## src/rtl/adc_pm_seq.sv

```systemverilog
module adc_pm_seq #(
  parameter int WORD_BITS  = 8,
  parameter int CONV_START = 4,
  parameter int CONV_END   = 20,
  parameter int FRAME_LEN  = 24,
  parameter int RES_BITS   = 12
) (
  input  logic clk,
  input  logic rst_n,
  input  logic cs_n,
  input  logic sclk,
  input  logic din,
  input  logic pen_touch,
  output logic conv_en,
  output logic conv_busy,
  output logic pen_irq_n,
  output logic lowside_sw,
  output logic dout
);
  localparam int FW = $clog2(FRAME_LEN + 1);
  localparam int WW = $clog2(WORD_BITS + 1);
  localparam logic [FW-1:0] F_START = FW'(CONV_START);
  localparam logic [FW-1:0] F_END   = FW'(CONV_END);
  localparam logic [FW-1:0] F_LOAD  = FW'(CONV_END - RES_BITS);
  localparam logic [FW-1:0] F_FRAME = FW'(FRAME_LEN);
  localparam logic [WW-1:0] W_LAST  = WW'(WORD_BITS - 1);
  localparam logic [WW-1:0] W_FULL  = WW'(WORD_BITS);

  logic                sclk_q, in_frame, busy, prev_din, pend_vld;
  logic [FW-1:0]       fcnt;
  logic [WW-1:0]       rcnt;
  logic [1:0]          mode, pd_pend;
  logic [RES_BITS-1:0] shreg, done_cnt;

  wire rise  = sclk & ~sclk_q;
  wire fall  = ~sclk & sclk_q;
  wire [FW-1:0] fnext = fcnt + 1'b1;

  always_ff @(posedge clk or negedge rst_n) begin
    if (!rst_n) begin
      sclk_q   <= 1'b0;
      in_frame <= 1'b0;
      busy     <= 1'b0;
      prev_din <= 1'b0;
      pend_vld <= 1'b0;
      fcnt     <= '0;
      rcnt     <= '0;
      mode     <= 2'b00;
      pd_pend  <= 2'b00;
      shreg    <= '0;
      done_cnt <= '0;
      dout     <= 1'b0;
    end else begin
      sclk_q <= sclk;
      if (cs_n) begin
        in_frame <= 1'b0;
        busy     <= 1'b0;
        pend_vld <= 1'b0;
        fcnt     <= '0;
        rcnt     <= '0;
        dout     <= 1'b0;
      end else begin
        if (rise) begin
          if (!in_frame) begin
            if (din) begin
              in_frame <= 1'b1;
              rcnt     <= WW'(1);
              fcnt     <= '0;
              prev_din <= din;
            end
          end else if (rcnt < W_FULL) begin
            rcnt     <= rcnt + 1'b1;
            prev_din <= din;
            if (rcnt == W_LAST) begin
              pd_pend  <= {prev_din, din};
              pend_vld <= 1'b1;
            end
          end
        end
        if (fall && in_frame) begin
          fcnt <= fnext;
          if (fnext == F_START) busy <= 1'b1;
          if (fnext == F_END) begin
            busy     <= 1'b0;
            done_cnt <= done_cnt + 1'b1;
            if (pend_vld) begin
              mode     <= pd_pend;
              pend_vld <= 1'b0;
            end
          end
          if (fnext == F_LOAD) shreg <= done_cnt;
          if (fnext > F_LOAD && fnext <= F_END) begin
            dout  <= shreg[RES_BITS-1];
            shreg <= {shreg[RES_BITS-2:0], 1'b0};
          end else begin
            dout <= 1'b0;
          end
          if (fnext == F_FRAME) in_frame <= 1'b0;
        end
      end
    end
  end

  assign conv_busy  = busy;
  assign conv_en    = busy | mode[1];
  assign pen_irq_n  = ~(pen_touch & ~mode[0] & ~busy);
  assign lowside_sw = ~conv_en & (mode == 2'b00);

  p_busy_masks_irq_r7: assert property (@(posedge clk) disable iff (!rst_n)
    conv_busy |-> pen_irq_n);
  p_busy_powers_r4: assert property (@(posedge clk) disable iff (!rst_n)
    conv_busy |-> conv_en);
  p_sw_off_powered_r8: assert property (@(posedge clk) disable iff (!rst_n)
    conv_en |-> !lowside_sw);
  p_cs_abort_r9: assert property (@(posedge clk) disable iff (!rst_n)
    cs_n |=> !conv_busy && !dout);
  p_mode_hold_r9: assert property (@(posedge clk) disable iff (!rst_n)
    cs_n |=> $stable(mode));
  p_busy_start_r3: assert property (@(posedge clk) disable iff (!rst_n)
    $rose(busy) |-> $past(fcnt) == F_START - 1'b1);
  p_busy_end_r3: assert property (@(posedge clk) disable iff (!rst_n)
    $fell(busy) && !$past(cs_n) |-> $past(fcnt) == F_END - 1'b1);
endmodule

```

## config.mk

```make
export PLATFORM = sky130hd
export DESIGN_NAME = adc_pm_seq
export DESIGN_NICKNAME = d
export VERILOG_FILES = /design/src/rtl/adc_pm_seq.sv
export SDC_FILE = /design/constraint.sdc
export NUM_CORES = 1
export LEC_CHECK = 0
export CELL_PAD_IN_SITES_DETAIL_PLACEMENT = 2
export CELL_PAD_IN_SITES_GLOBAL_PLACEMENT = 2
export CORE_MARGIN = 10
export CORE_UTILIZATION = 39
export CTS_CLUSTER_DIAMETER = 100
export DETAILED_ROUTE_END_ITERATION = 10
export GPL_TIMING_DRIVEN = 0
export PLACE_DENSITY_LB_ADDON = 0.08
export SKIP_CTS_REPAIR_TIMING = 1
export SLEW_MARGIN = 20
export SYNTH_ARGS = -nofsm -noshare
export SYNTH_HDL_FRONTEND = slang
export SYNTH_SLANG_ARGS = --single-unit
```

## constraint.sdc

```tcl
create_clock -name clk -period 2.52 [get_ports clk]
set_clock_uncertainty 0.15 [all_clocks]
set_input_delay 0.378 -clock clk [delete_from_list [all_inputs] [get_ports clk]]
set_output_delay 0.378 -clock clk [all_outputs]
set_load 0.03 [all_outputs]
```

Word-level counts from Yosys, hierarchy flattened
Cells that the tools add are included.
{ "classes": {"add_sub_neg": 3, "order_cmp": 3, "eq_ne": 8, "mux": 36, "n_bitwise": 13, "n_reduce_logical": 19} }
{ "op_table": {"columns": ["operator", "n"], "rows": [
  ["$mux W5", 5],
  ["$mux W1", 24],
  ["$mux W12", 2],
  ["$mux W4", 5],
  ["$add A12 B1 Y12 const B", 1],
  ["$reduce_and A3 Y1", 4],
  ["$reduce_bool A3 Y1", 4],
  ["$eq A5 B5 Y1 const B", 2],
  ["$reduce_and A4 Y1", 2],
  ["$reduce_bool A2 Y1", 4],
  ["$not A1 Y1", 7],
  ["$ne A3 B2 Y1 const B", 2],
  ["$add A5 B1 Y5 const B", 1],
  ["$and A1 B1 Y1", 5],
  ["$eq A5 B3 Y1 const B", 1],
  ["$eq A5 B4 Y1 const B", 1],
  ["$gt A5 B4 Y1 const B", 1],
  ["$le A5 B5 Y1 const B", 1],
  ["$reduce_and A5 Y1", 1],
  ["$add A4 B1 Y4 const B", 1],
  ["$eq A4 B3 Y1 const B", 1],
  ["$lt A4 B4 Y1 const B", 1],
  ["$logic_and A1 B1 Y1", 2],
  ["$logic_not A2 Y1", 1],
  ["3 further kinds", 3]
]} }
{ "word_totals": {"register_bits": 43, "in_bits": 6, "output_inout_bits": 5, "wordCells": 94} }

Logic depth before layout (Yosys ltp)
Gate-level depths: netlist of the first run.
{ "depth": {"ltp_word": 9, "mapped_depth": 9, "ltp_nobuf": 6} }

Worst setup path before layout of the first run
OpenSTA, ideal clock, no wires.
{ "synth_path": {"kind": "reg-to-reg", "from": "register fcnt[0]", "to": "register shreg[10]", "setup_time_ns": 0.129, "arrival_time_ns": 1.966, "required_ns": 2.241, "path_slack_ns": 0.275, "path_stages_with_launch": 10, "path_buffers": 3, "period_less_slack_ns": 2.245, "path_cell_list": "dfrtp_1 > ha_1 > buf_6 > nand3_4 > xor2_1 > or4_1 > buf_2 > buf_2 > a21oi_1 > a31oi_1"} }
{ "synth_between": {"elab_chain_len": 5, "word_cells_on_any_way": 8, "classes_between": "add/sub (1); order compare (2); eq/ne (1); mux (1); reduce/logical (3)"} }
{ "synth_lines": {"columns": ["element", "line", "source"], "rows": [
  ["start: declaration", "30", "logic [FW-1:0] fcnt;"],
  ["start signal: assignment", "81", "fcnt <= fnext;"],
  ["$add A5 B1 Y5 *", "37", "wire [FW-1:0] fnext = fcnt + 1'b1;"],
  ["$gt A5 B4 Y1 / $le A5 B5 Y1 (equally long branches)", "92", "if (fnext > F_LOAD && fnext <= F_END) begin"],
  ["$logic_and A1 B1 Y1", "92", null],
  ["$reduce_bool A2 Y1 (no line)", null, null],
  ["$reduce_and A3 Y1 (no line)", null, null],
  ["end signal: assignment", "91", "if (fnext == F_LOAD) shreg <= done_cnt;"],
  ["end signal: assignment", "94", "shreg <= {shreg[RES_BITS-2:0], 1'b0};"],
  ["end: declaration", "33", "logic [RES_BITS-1:0] shreg, done_cnt;"]
]} }
Mark *: on every way between the ends. The rest lies on a longest branch, timed or not.
A chain may end at the register's enable or synchronous reset.

Final worst setup path of the first run
{ "layout_path": {"from": "register fcnt[0]", "to": "register shreg[2]"} }
The elaborated chain is that of the path after synthesis.

==> results.py, run 1 <==
metrics = {
    "sta": {
        "rsz0062_at_grt": "true",
        "setup_viol": 0,
        "fmax_mhz": 406.6,
        "hold_viol_final": 0,
        "worst_pin_slew_ps": 629.7,
        "final.setup.tns_ps": 0,
        "relSlewSlack": 0.5769,
        "report.final.slew_viol_count": 0,
        "period_share": 0.9761,
        "finalWorstSetupSlack_ps": 60.31,
        "period_minus_slack_ps": 2460,
    },
    "power_and_ir_drop": {
        "p_per_area_mw_per_mm2": 442.2,
        "irDropWorstVdd_v": 0.0002053,
        "power_leakage_nw": 1.109,
        "total_power_mw": 1.197,
    },
    "drt": {
        "post-route-drc-count": 0,
        "viasPerCell": 5.624,
        "drt_first_pass_iters": 4,
        "drt.antenna.violating_nets": 0,
        "wl_um": 6103,
        "drt_first_iter_violations": 38,
        "num_vias": 1856,
        "wire_per_inst_um": 18.49,
    },
    "final_layout": {
        "final_cell_mix": "41 x dfrtp_1, 22 x o21ai_0, 16 x nand2_1, 14 x a21oi_1",
        "drive_above_1_share": 0.1922,
        "multi_input_area_mm2": 0.001177,
        "layout_commonest_cell": "dfrtp_1",
        "antennaDiodeCount": 0,
        "fill_cells": 636,
        "nNetsFinal": 264,
        "area_growth_pct": 15.85,
        "seq_area_mm2": 0.001079,
        "fin_cells": 330,
        "fin_util": 0.4626,
    },
    "yosys": {
        "synth_cells": 231,
        "synthFlopType": "dfrtp_1",
        "synth_area_mm2": 0.002336,
        "ys_types": 44,
        "synth-edff-count": 0,
        "syn_nets": 241,
        "postSynth.asyncResetShare": 1.000,
        "ys_seq_area_frac": 0.4606,
        "synth_warnings": 0,
        "syn_avg_cell_area_um2": 10.11,
        "ys_ff_latch": 43,
    },
    "clock_tree": {
        "tritoncts": "built",
        "cts_max_level": 2,
        "clock_path_buffers": 2,
        "clk_pin_slew_worst_paths_ps": 90,
        "cts-buffers-inserted": 5,
        "cts-root-buf": "clkbuf_8",
        "clk_latency_ps": 290,
        "numClockSinks": 43,
    },
    "place": {
        "port_buffers": 10,
        "hpwlAfterDp_um": 4273,
        "dpl_worst_slack_ps": -240.3,
        "placedCellCount": 317,
        "gp_congestion": 0.8127,
    },
    "global_route": {
        "use_met1": 0.1666,
        "antenna_found_initial": 0,
        "grt_usage": 0.1318,
        "grt_pass1_vias": 1989,
        "grt.overflow.total": 0,
        "grt_first_pass_wirelength_um": 10480,
        "busiest_layer": "met2",
        "grt_use_met2": 0.2202,
        "gr-usage-met3": 0.02418,
        "grt_max_degree": 31,
    },
    "worst_setup_path": {
        "cp.required_ps": 2580,
        "arrival_ps": 2520,
        "criticalPathCategory": "flip-flop to flip-flop",
        "cp-end-kind": "flip-flop",
        "worstPathMaxFanout": 10,
        "start_kind": "flip-flop",
    },
    "die": {
        "die_x_um": 97.40,
        "rows": 28,
        "die_area_mm2": 0.009486,
        "die_y_um": 97.40,
        "start_util": 0.3993,
        "core_mm2": 0.005851,
        "io_pins": 11,
    },
    "worst_hold_path": {
        "hold_class": "flip-flop to flip-flop",
    },
    "flow_run": {
        "max_cap_violations": 0,
    },
    "outcome": {
        "status": "finished clean",
    },
}
==> sequential cells by signal, indices dropped and copies added, names as in the netlist <==
register,cells
done_cnt,12
prev_din,1
conv_busy,1
sclk_q,1
fcnt,5
mode,2
pd_pend,2
in_frame,1
pend_vld,1
dout,1
rcnt,4
shreg,12
==> metal layers <==
metal / vias up / part of all wire / routed length, um
li1: 884 / - / -
met1: 947 / 0.48 / 2902
met2: 19 / 0.49 / 3001
met3: 6 / 0.022 / 137
met4: 0 / 0.010 / 62
met5: - / 0 / 0
==> stage by stage <==
| step | hold WS (ps) | cell area [um^2] |
|---|---|---|
| floorplan | -67.59 | 2336 |
| global placement | 313.4 | 2530 |
| detailed placement | 169.7 | 2545 |
| CTS | -157.0 | 2630 |
| global route | 377.6 | 2706 |
| finish | 339.9 | 2706 |
==> power breakdown <==
group	switching [mW]	leakage, nW	internal, mW
Combinational	0.0377	0.483	0.0216
Sequential	0.00508	0.585	0.695
Clock	0.243	0.0412	0.194
==> final cells by class <==
| class | count | area share |
|---|---|---|
| Timing Repair Buffer | 16 | 0.05640 |
| Multi-Input combinational cell | 168 | 0.4350 |
| Buffer | 14 | 0.03560 |
| Sequential cell | 43 | 0.3985 |
| Tap cell | 75 | 0.03467 |
| Inverter | 6 | 0.008322 |
| Clock buffer | 6 | 0.02681 |
| Clock inverter | 2 | 0.004623 |
==> logic make-up (layout without fill, tap and decap cells) <==
| kind of cell | Yosys count | count (layout) | share of synthesized area |
|---|---|---|---|
| xor gates and xnor gates | 17 | 17 | 0.06374 |
| adders and majority gates | 4 | 4 | 0.02143 |
| DFF | 43 | 43 | 0.4606 |
| muxes | 6 | 6 | 0.02892 |
| AOI/OAI and AO/OA | 65 | 65 | 0.1885 |
| buffers and inverters | 20 | 44 | 0.04767 |
| and+or+nand+nor | 76 | 76 | 0.1891 |
==> worst max-delay path: stages (launching register included) <==
cell and delay (ps):
dfrtp_2 440, ha_1 180, buf_6 140, nand3_4 100, xor2_2 190, or4_1 560, buf_2 180, and2_4 150
buf_6 130, a31oi_1 150
==> cells in the mapped netlist (2+ instances only) <==
cell       instances  area [um^2]
xnor2_1           12        105.1
a211oi_1           2        15.01
inv_1              6        22.52
mux2_2             4        45.04
xor2_1             5        43.79
and3_1             3        18.77
o21ai_0           22        110.1
nand3_1            7        35.03
nand2_1           16        60.06
nand2b_1           4        25.02
a31oi_1           12        75.07
nor2_1            11        41.29
nand4_1            5        31.28
a21oi_1           17        85.08
nor2b_1            2        12.51
ha_1               4        50.05
buf_6              4        45.04
clkbuf_1           5        18.77
buf_2              5        25.02
mux2_1             2        22.52
o31ai_1            2        15.01
dfrtp_1           43         1076
nand3b_1          12        90.09
a2111oi_4          2        55.05
or2_2              2        12.51
nor3_1             4        20.02
==> final timing paths <==
path	endpoint	startpoint	slack (ps)	cells after the start
max	shreg[2]	fcnt[0]	60	9
min	done_cnt[11]	done_cnt[11]	340	1
max reg2reg	shreg[2]	fcnt[0]	60	9
min reg2reg	done_cnt[11]	done_cnt[11]	340	1
max in group asynchronous	pd_pend[0]	rst_n	1340	3
min in group asynchronous	done_cnt[6]	rst_n	400	2
Power figures use the tool's default switching activity.
==> inputs of run 2 (changes only) <==
SETUP_SLACK_MARGIN = 0.1   (was not set)
==> results.py, run 2 (synthesized netlist as in run 1, its figures left out) <==
metrics = {
    "outcome": {
        "status": "finished clean",
    },
    "worst_setup_path": {
        "start_kind": "flip-flop",
        "cp.required_ps": 2590,
        "arrival_ps": 2520,
        "worstPathMaxFanout": 6,
        "criticalPathCategory": "flip-flop to flip-flop",
        "cp-end-kind": "flip-flop",
        "reg2regPathDepth": 8,
    },
    "drt": {
        "drt.antenna.violating_nets": 0,
        "viasPerCell": 5.627,
        "wl_um": 6600,
        "wire_per_inst_um": 19.88,
        "post-route-drc-count": 0,
        "num_vias": 1868,
        "drt_first_pass_iters": 4,
        "drt_first_iter_violations": 54,
    },
    "sta": {
        "hold_viol_final": 0,
        "hold_ws_ps": 343.5,
        "report.final.slew_viol_count": 0,
        "setup_viol": 0,
        "finalWorstSetupSlack_ps": 66.02,
        "relSlewSlack": 0.5574,
        "rsz0062_at_grt": "true",
        "period_share": 0.9738,
        "final.setup.tns_ps": 0,
        "fmax_mhz": 407.5,
        "period_minus_slack_ps": 2454,
        "worst_pin_slew_ps": 658.9,
    },
    "place": {
        "placedCellCount": 317,
        "port_buffers": 10,
        "gp_congestion": 0.8127,
        "place_area_mm2": 0.002545,
        "dpl_worst_slack_ps": -240.3,
        "hpwlAfterDp_um": 4273,
    },
    "final_layout": {
        "drive_above_1_share": 0.2451,
        "area_growth_pct": 21.69,
        "nNetsFinal": 266,
        "fill_cells": 608,
        "seq_area_mm2": 0.001079,
        "fin_cells": 332,
        "final_cell_mix": "41 x dfrtp_1, 20 x o21ai_0, 16 x nand2_1, 12 x xnor2_1, 12 x nand3b_1",
        "reg_top3": "done_cnt: 12 flops, shreg: 12 flops, fcnt: 5 flops",
        "final_area_mm2": 0.002843,
        "fin_util": 0.4859,
        "antennaDiodeCount": 0,
        "multi_input_area_mm2": 0.001260,
        "layout_commonest_cell": "dfrtp_1",
    },
    "global_route": {
        "grt_usage": 0.1318,
        "grt_max_degree": 31,
        "grt.overflow.total": 0,
        "grt_first_pass_wirelength_um": 10480,
        "grt_pass1_vias": 1989,
        "antenna_found_initial": 0,
    },
    "power_and_ir_drop": {
        "total_power_mw": 1.199,
        "irDropWorstVdd_v": 0.0002625,
        "power_leakage_nw": 1.134,
        "p_per_area_mw_per_mm2": 421.7,
    },
    "clock_tree": {
        "cts-buffers-inserted": 5,
        "cts-root-buf": "clkbuf_8",
        "numClockSinks": 43,
        "clock_path_buffers": 2,
        "tritoncts": "built",
        "cts_max_level": 2,
        "clk_pin_slew_worst_paths_ps": 90,
        "clk_latency_ps": 300,
    },
    "die": {
        "die_y_um": 97.40,
        "die_area_mm2": 0.009486,
        "start_util": 0.3993,
        "io_pins": 11,
        "die_x_um": 97.40,
        "rows": 28,
        "core_mm2": 0.005851,
    },
    "flow_run": {
        "max_cap_violations": 0,
    },
    "worst_hold_path": {
        "min_delay_path_depth": 1,
        "hold_class": "flip-flop to flip-flop",
    },
}
## run 2: changes by cell type in the layout (fill, tap and decap cells not counted), sizes merged
cell	previous run	this run
clkbuf	12	14
## run 2: worst max-delay path, stage by stage (launching register included)
cell	delay, ps
dfrtp_2	470
ha_4	300
nor4b_1	50
a41o_1	240
or4_4	540
buf_6	150
and2_4	160
clkbuf_16	160
a31oi_1	150
## run 2: final timing paths
check	to	slack (ps)	startpoint
max in group asynchronous	shreg[6]	1310	rst_n
min reg2reg	done_cnt[8]	340	done_cnt[8]
min	done_cnt[8]	340	done_cnt[8]
max reg2reg	shreg[11]	70	fcnt[0]
min in group asynchronous	done_cnt[5]	410	rst_n
max	shreg[11]	70	fcnt[0]
## run 2: power breakdown
part           total, mW  leakage (nW)  switching (mW)  internal, mW
Sequential         0.700         0.585         0.00523         0.695
Combinational     0.0605         0.507          0.0386        0.0219
Clock              0.438        0.0412           0.244         0.194
Total               1.20          1.13           0.288         0.911
## run 2: metal layers
metal  track usage  share of wire  vias to the layer above
met3       0.02418          0.022                        6
met4       0.04139          0.010                        0
li1              -              -                      879
met1        0.1666           0.47                      968
met5             0              0                        -
met2        0.2202           0.50                       15
## run 2: layout make-up
class,count,area share
multi-input cells,168,0.4432
clock buffers,6,0.02553
flip-flops and latches,43,0.3794
repair buffers,18,0.06514
inverters,6,0.007923
plain buffers,14,0.04137
well taps,75,0.03301
clock inverters,2,0.004401
==> inputs of run 3 (changes only) <==
SKIP_CTS_REPAIR_TIMING = not set   (was 1)
==> results.py, run 3 (synthesized netlist as in run 1, its figures left out) <==
metrics = {
    "outcome": {
        "status": "finished clean",
    },
    "die": {
        "core_mm2": 0.005851,
        "die_x_um": 97.40,
        "rows": 28,
        "die_area_mm2": 0.009486,
        "io_pins": 11,
        "start_util": 0.3993,
        "die_y_um": 97.40,
    },
    "place": {
        "port_buffers": 10,
        "hpwlAfterDp_um": 4273,
        "gp_congestion": 0.8127,
        "dpl_worst_slack_ps": -240.3,
    },
    "global_route": {
        "grt_usage": 0.1329,
        "grt.overflow.total": 0,
        "antenna_found_initial": 0,
        "grt_first_pass_wirelength_um": 10580,
        "grt_pass1_vias": 1995,
        "grt_max_degree": 31,
    },
    "worst_setup_path": {
        "reg2regPathDepth": 8,
        "cp_num_buf_inv": 2,
        "cp-end-kind": "flip-flop",
        "start_kind": "flip-flop",
        "arrival_ps": 2490,
        "r2r_setup_slack_ps": 100,
        "criticalPathCategory": "flip-flop to flip-flop",
        "cp_slowest_cell": "or4_4",
        "worstPathMaxFanout": 10,
        "path_cells": "ha_1 > nand2b_1 > a211oi_2 > or4_4 > buf_6 > and2_4 > buf_8 > a31oi_2",
        "slowest_delay_ps": 490,
        "cp.required_ps": 2590,
        "cp_num_cells": 8,
        "path_delay_family": "simple AND/OR/NAND/NOR gates",
    },
    "sta": {
        "hold_viol_final": 0,
        "worst_pin_slew_ps": 625.8,
        "relSlewSlack": 0.5796,
        "fmax_mhz": 412.5,
        "period_share": 0.9621,
        "report.final.slew_viol_count": 0,
        "finalWorstSetupSlack_ps": 95.47,
        "rsz0062_at_grt": "true",
        "period_minus_slack_ps": 2425,
        "setup_viol": 0,
        "final.setup.tns_ps": 0,
        "hold_ws_ps": 344.6,
    },
    "power_and_ir_drop": {
        "p_per_area_mw_per_mm2": 420.1,
        "power_leakage_nw": 1.140,
        "swShare": 0.2444,
        "combPwrFrac": 0.050,
        "pwr-share-seq": 0.581,
        "total_power_mw": 1.205,
        "p_clk_frac": 0.370,
        "p_sw_mw": 0.2946,
        "irDropWorstVdd_v": 0.0002126,
        "p_int_mw": 0.9108,
    },
    "final_layout": {
        "fin_util": 0.4904,
        "drive_above_1_share": 0.2481,
        "final_cell_mix": "41 x dfrtp_1, 21 x o21ai_0, 16 x nand2_1",
        "reg_top3": "done_cnt: 12 flops, shreg: 12 flops, fcnt: 5 flops",
        "antennaDiodeCount": 0,
        "layout_commonest_cell": "dfrtp_1",
        "nNetsFinal": 267,
        "area_growth_pct": 22.82,
    },
    "drt": {
        "viasPerCell": 5.697,
        "wl_um": 6768,
        "drt_first_iter_violations": 33,
        "wire_per_inst_um": 20.32,
        "num_vias": 1897,
        "post-route-drc-count": 0,
        "drt.antenna.violating_nets": 0,
        "drt_first_pass_iters": 4,
    },
    "clock_tree": {
        "clk_latency_ps": 300,
        "clock_path_buffers": 2,
        "cts_max_level": 2,
        "numClockSinks": 43,
        "tritoncts": "built",
        "clk_pin_slew_worst_paths_ps": 90,
        "cts-root-buf": "clkbuf_8",
        "cts-buffers-inserted": 5,
    },
    "worst_hold_path": {
        "min_delay_path_depth": 1,
        "hold_class": "flip-flop to flip-flop",
    },
    "flow_run": {
        "max_cap_violations": 0,
    },
}
## run 3: power groups by stage
stage	clock network [mW]	registers, mW	logic (mW)
after floorplan	0	0.712	0.0225
after global placement	0	0.714	0.0551
after detailed placement	0	0.714	0.0596
after CTS	0.458	0.700	0.0610
after global routing	0.490	0.701	0.0673
final	0.445	0.700	0.0600
## run 3: path summary, 6_finish.rpt
path / from / end
max in group asynchronous: rst_n / shreg[6]
min in group asynchronous: rst_n / fcnt[1]
setup / recovery: fcnt[1] / shreg[6]
hold reg to reg: done_cnt[8] / done_cnt[8]
hold / removal: done_cnt[8] / done_cnt[8]
setup reg to reg: fcnt[1] / shreg[6]
## run 3: final cells by class
type | instances | area [um^2]
fillers | 615 | 2982
multi-input cells | 168 | 1295
flip-flops and latches | 43 | 1079
repair buffers | 19 | 175.2
plain buffers | 14 | 118.9
well taps | 75 | 93.84
clock buffers | 6 | 72.57
inverters | 6 | 22.52
clock inverters | 2 | 12.51
## run 3: repair_timing
action	4_1_cts	5_1_grt
hold buffers	1	0
endpoints found under the setup margin	21	16
pin swaps	3	2
resized for setup	6	34
setup buffers	3	4
hold endpoints to repair	13	0
## run 3: metrics by stage
step	area [um^2]	instances
after CTS	2674	329
after floorplan	2336	231
after global placement	2530	316
final	2869	333
after global routing	2869	333
after detailed placement	2545	317
## run 3: per-layer routing
| layer | vias to the layer above | track usage | part of all wire | wire (um) |
|---|---|---|---|---|
| li1 | 886 | - | - | - |
| met1 | 983 | 0.1706 | 0.47 | 3187 |
| met2 | 20 | 0.2177 | 0.50 | 3360 |
| met3 | 8 | 0.02489 | 0.022 | 151 |
| met4 | 0 | 0.04362 | 0.010 | 69 |
| met5 | - | 0 | 0 | 0 |
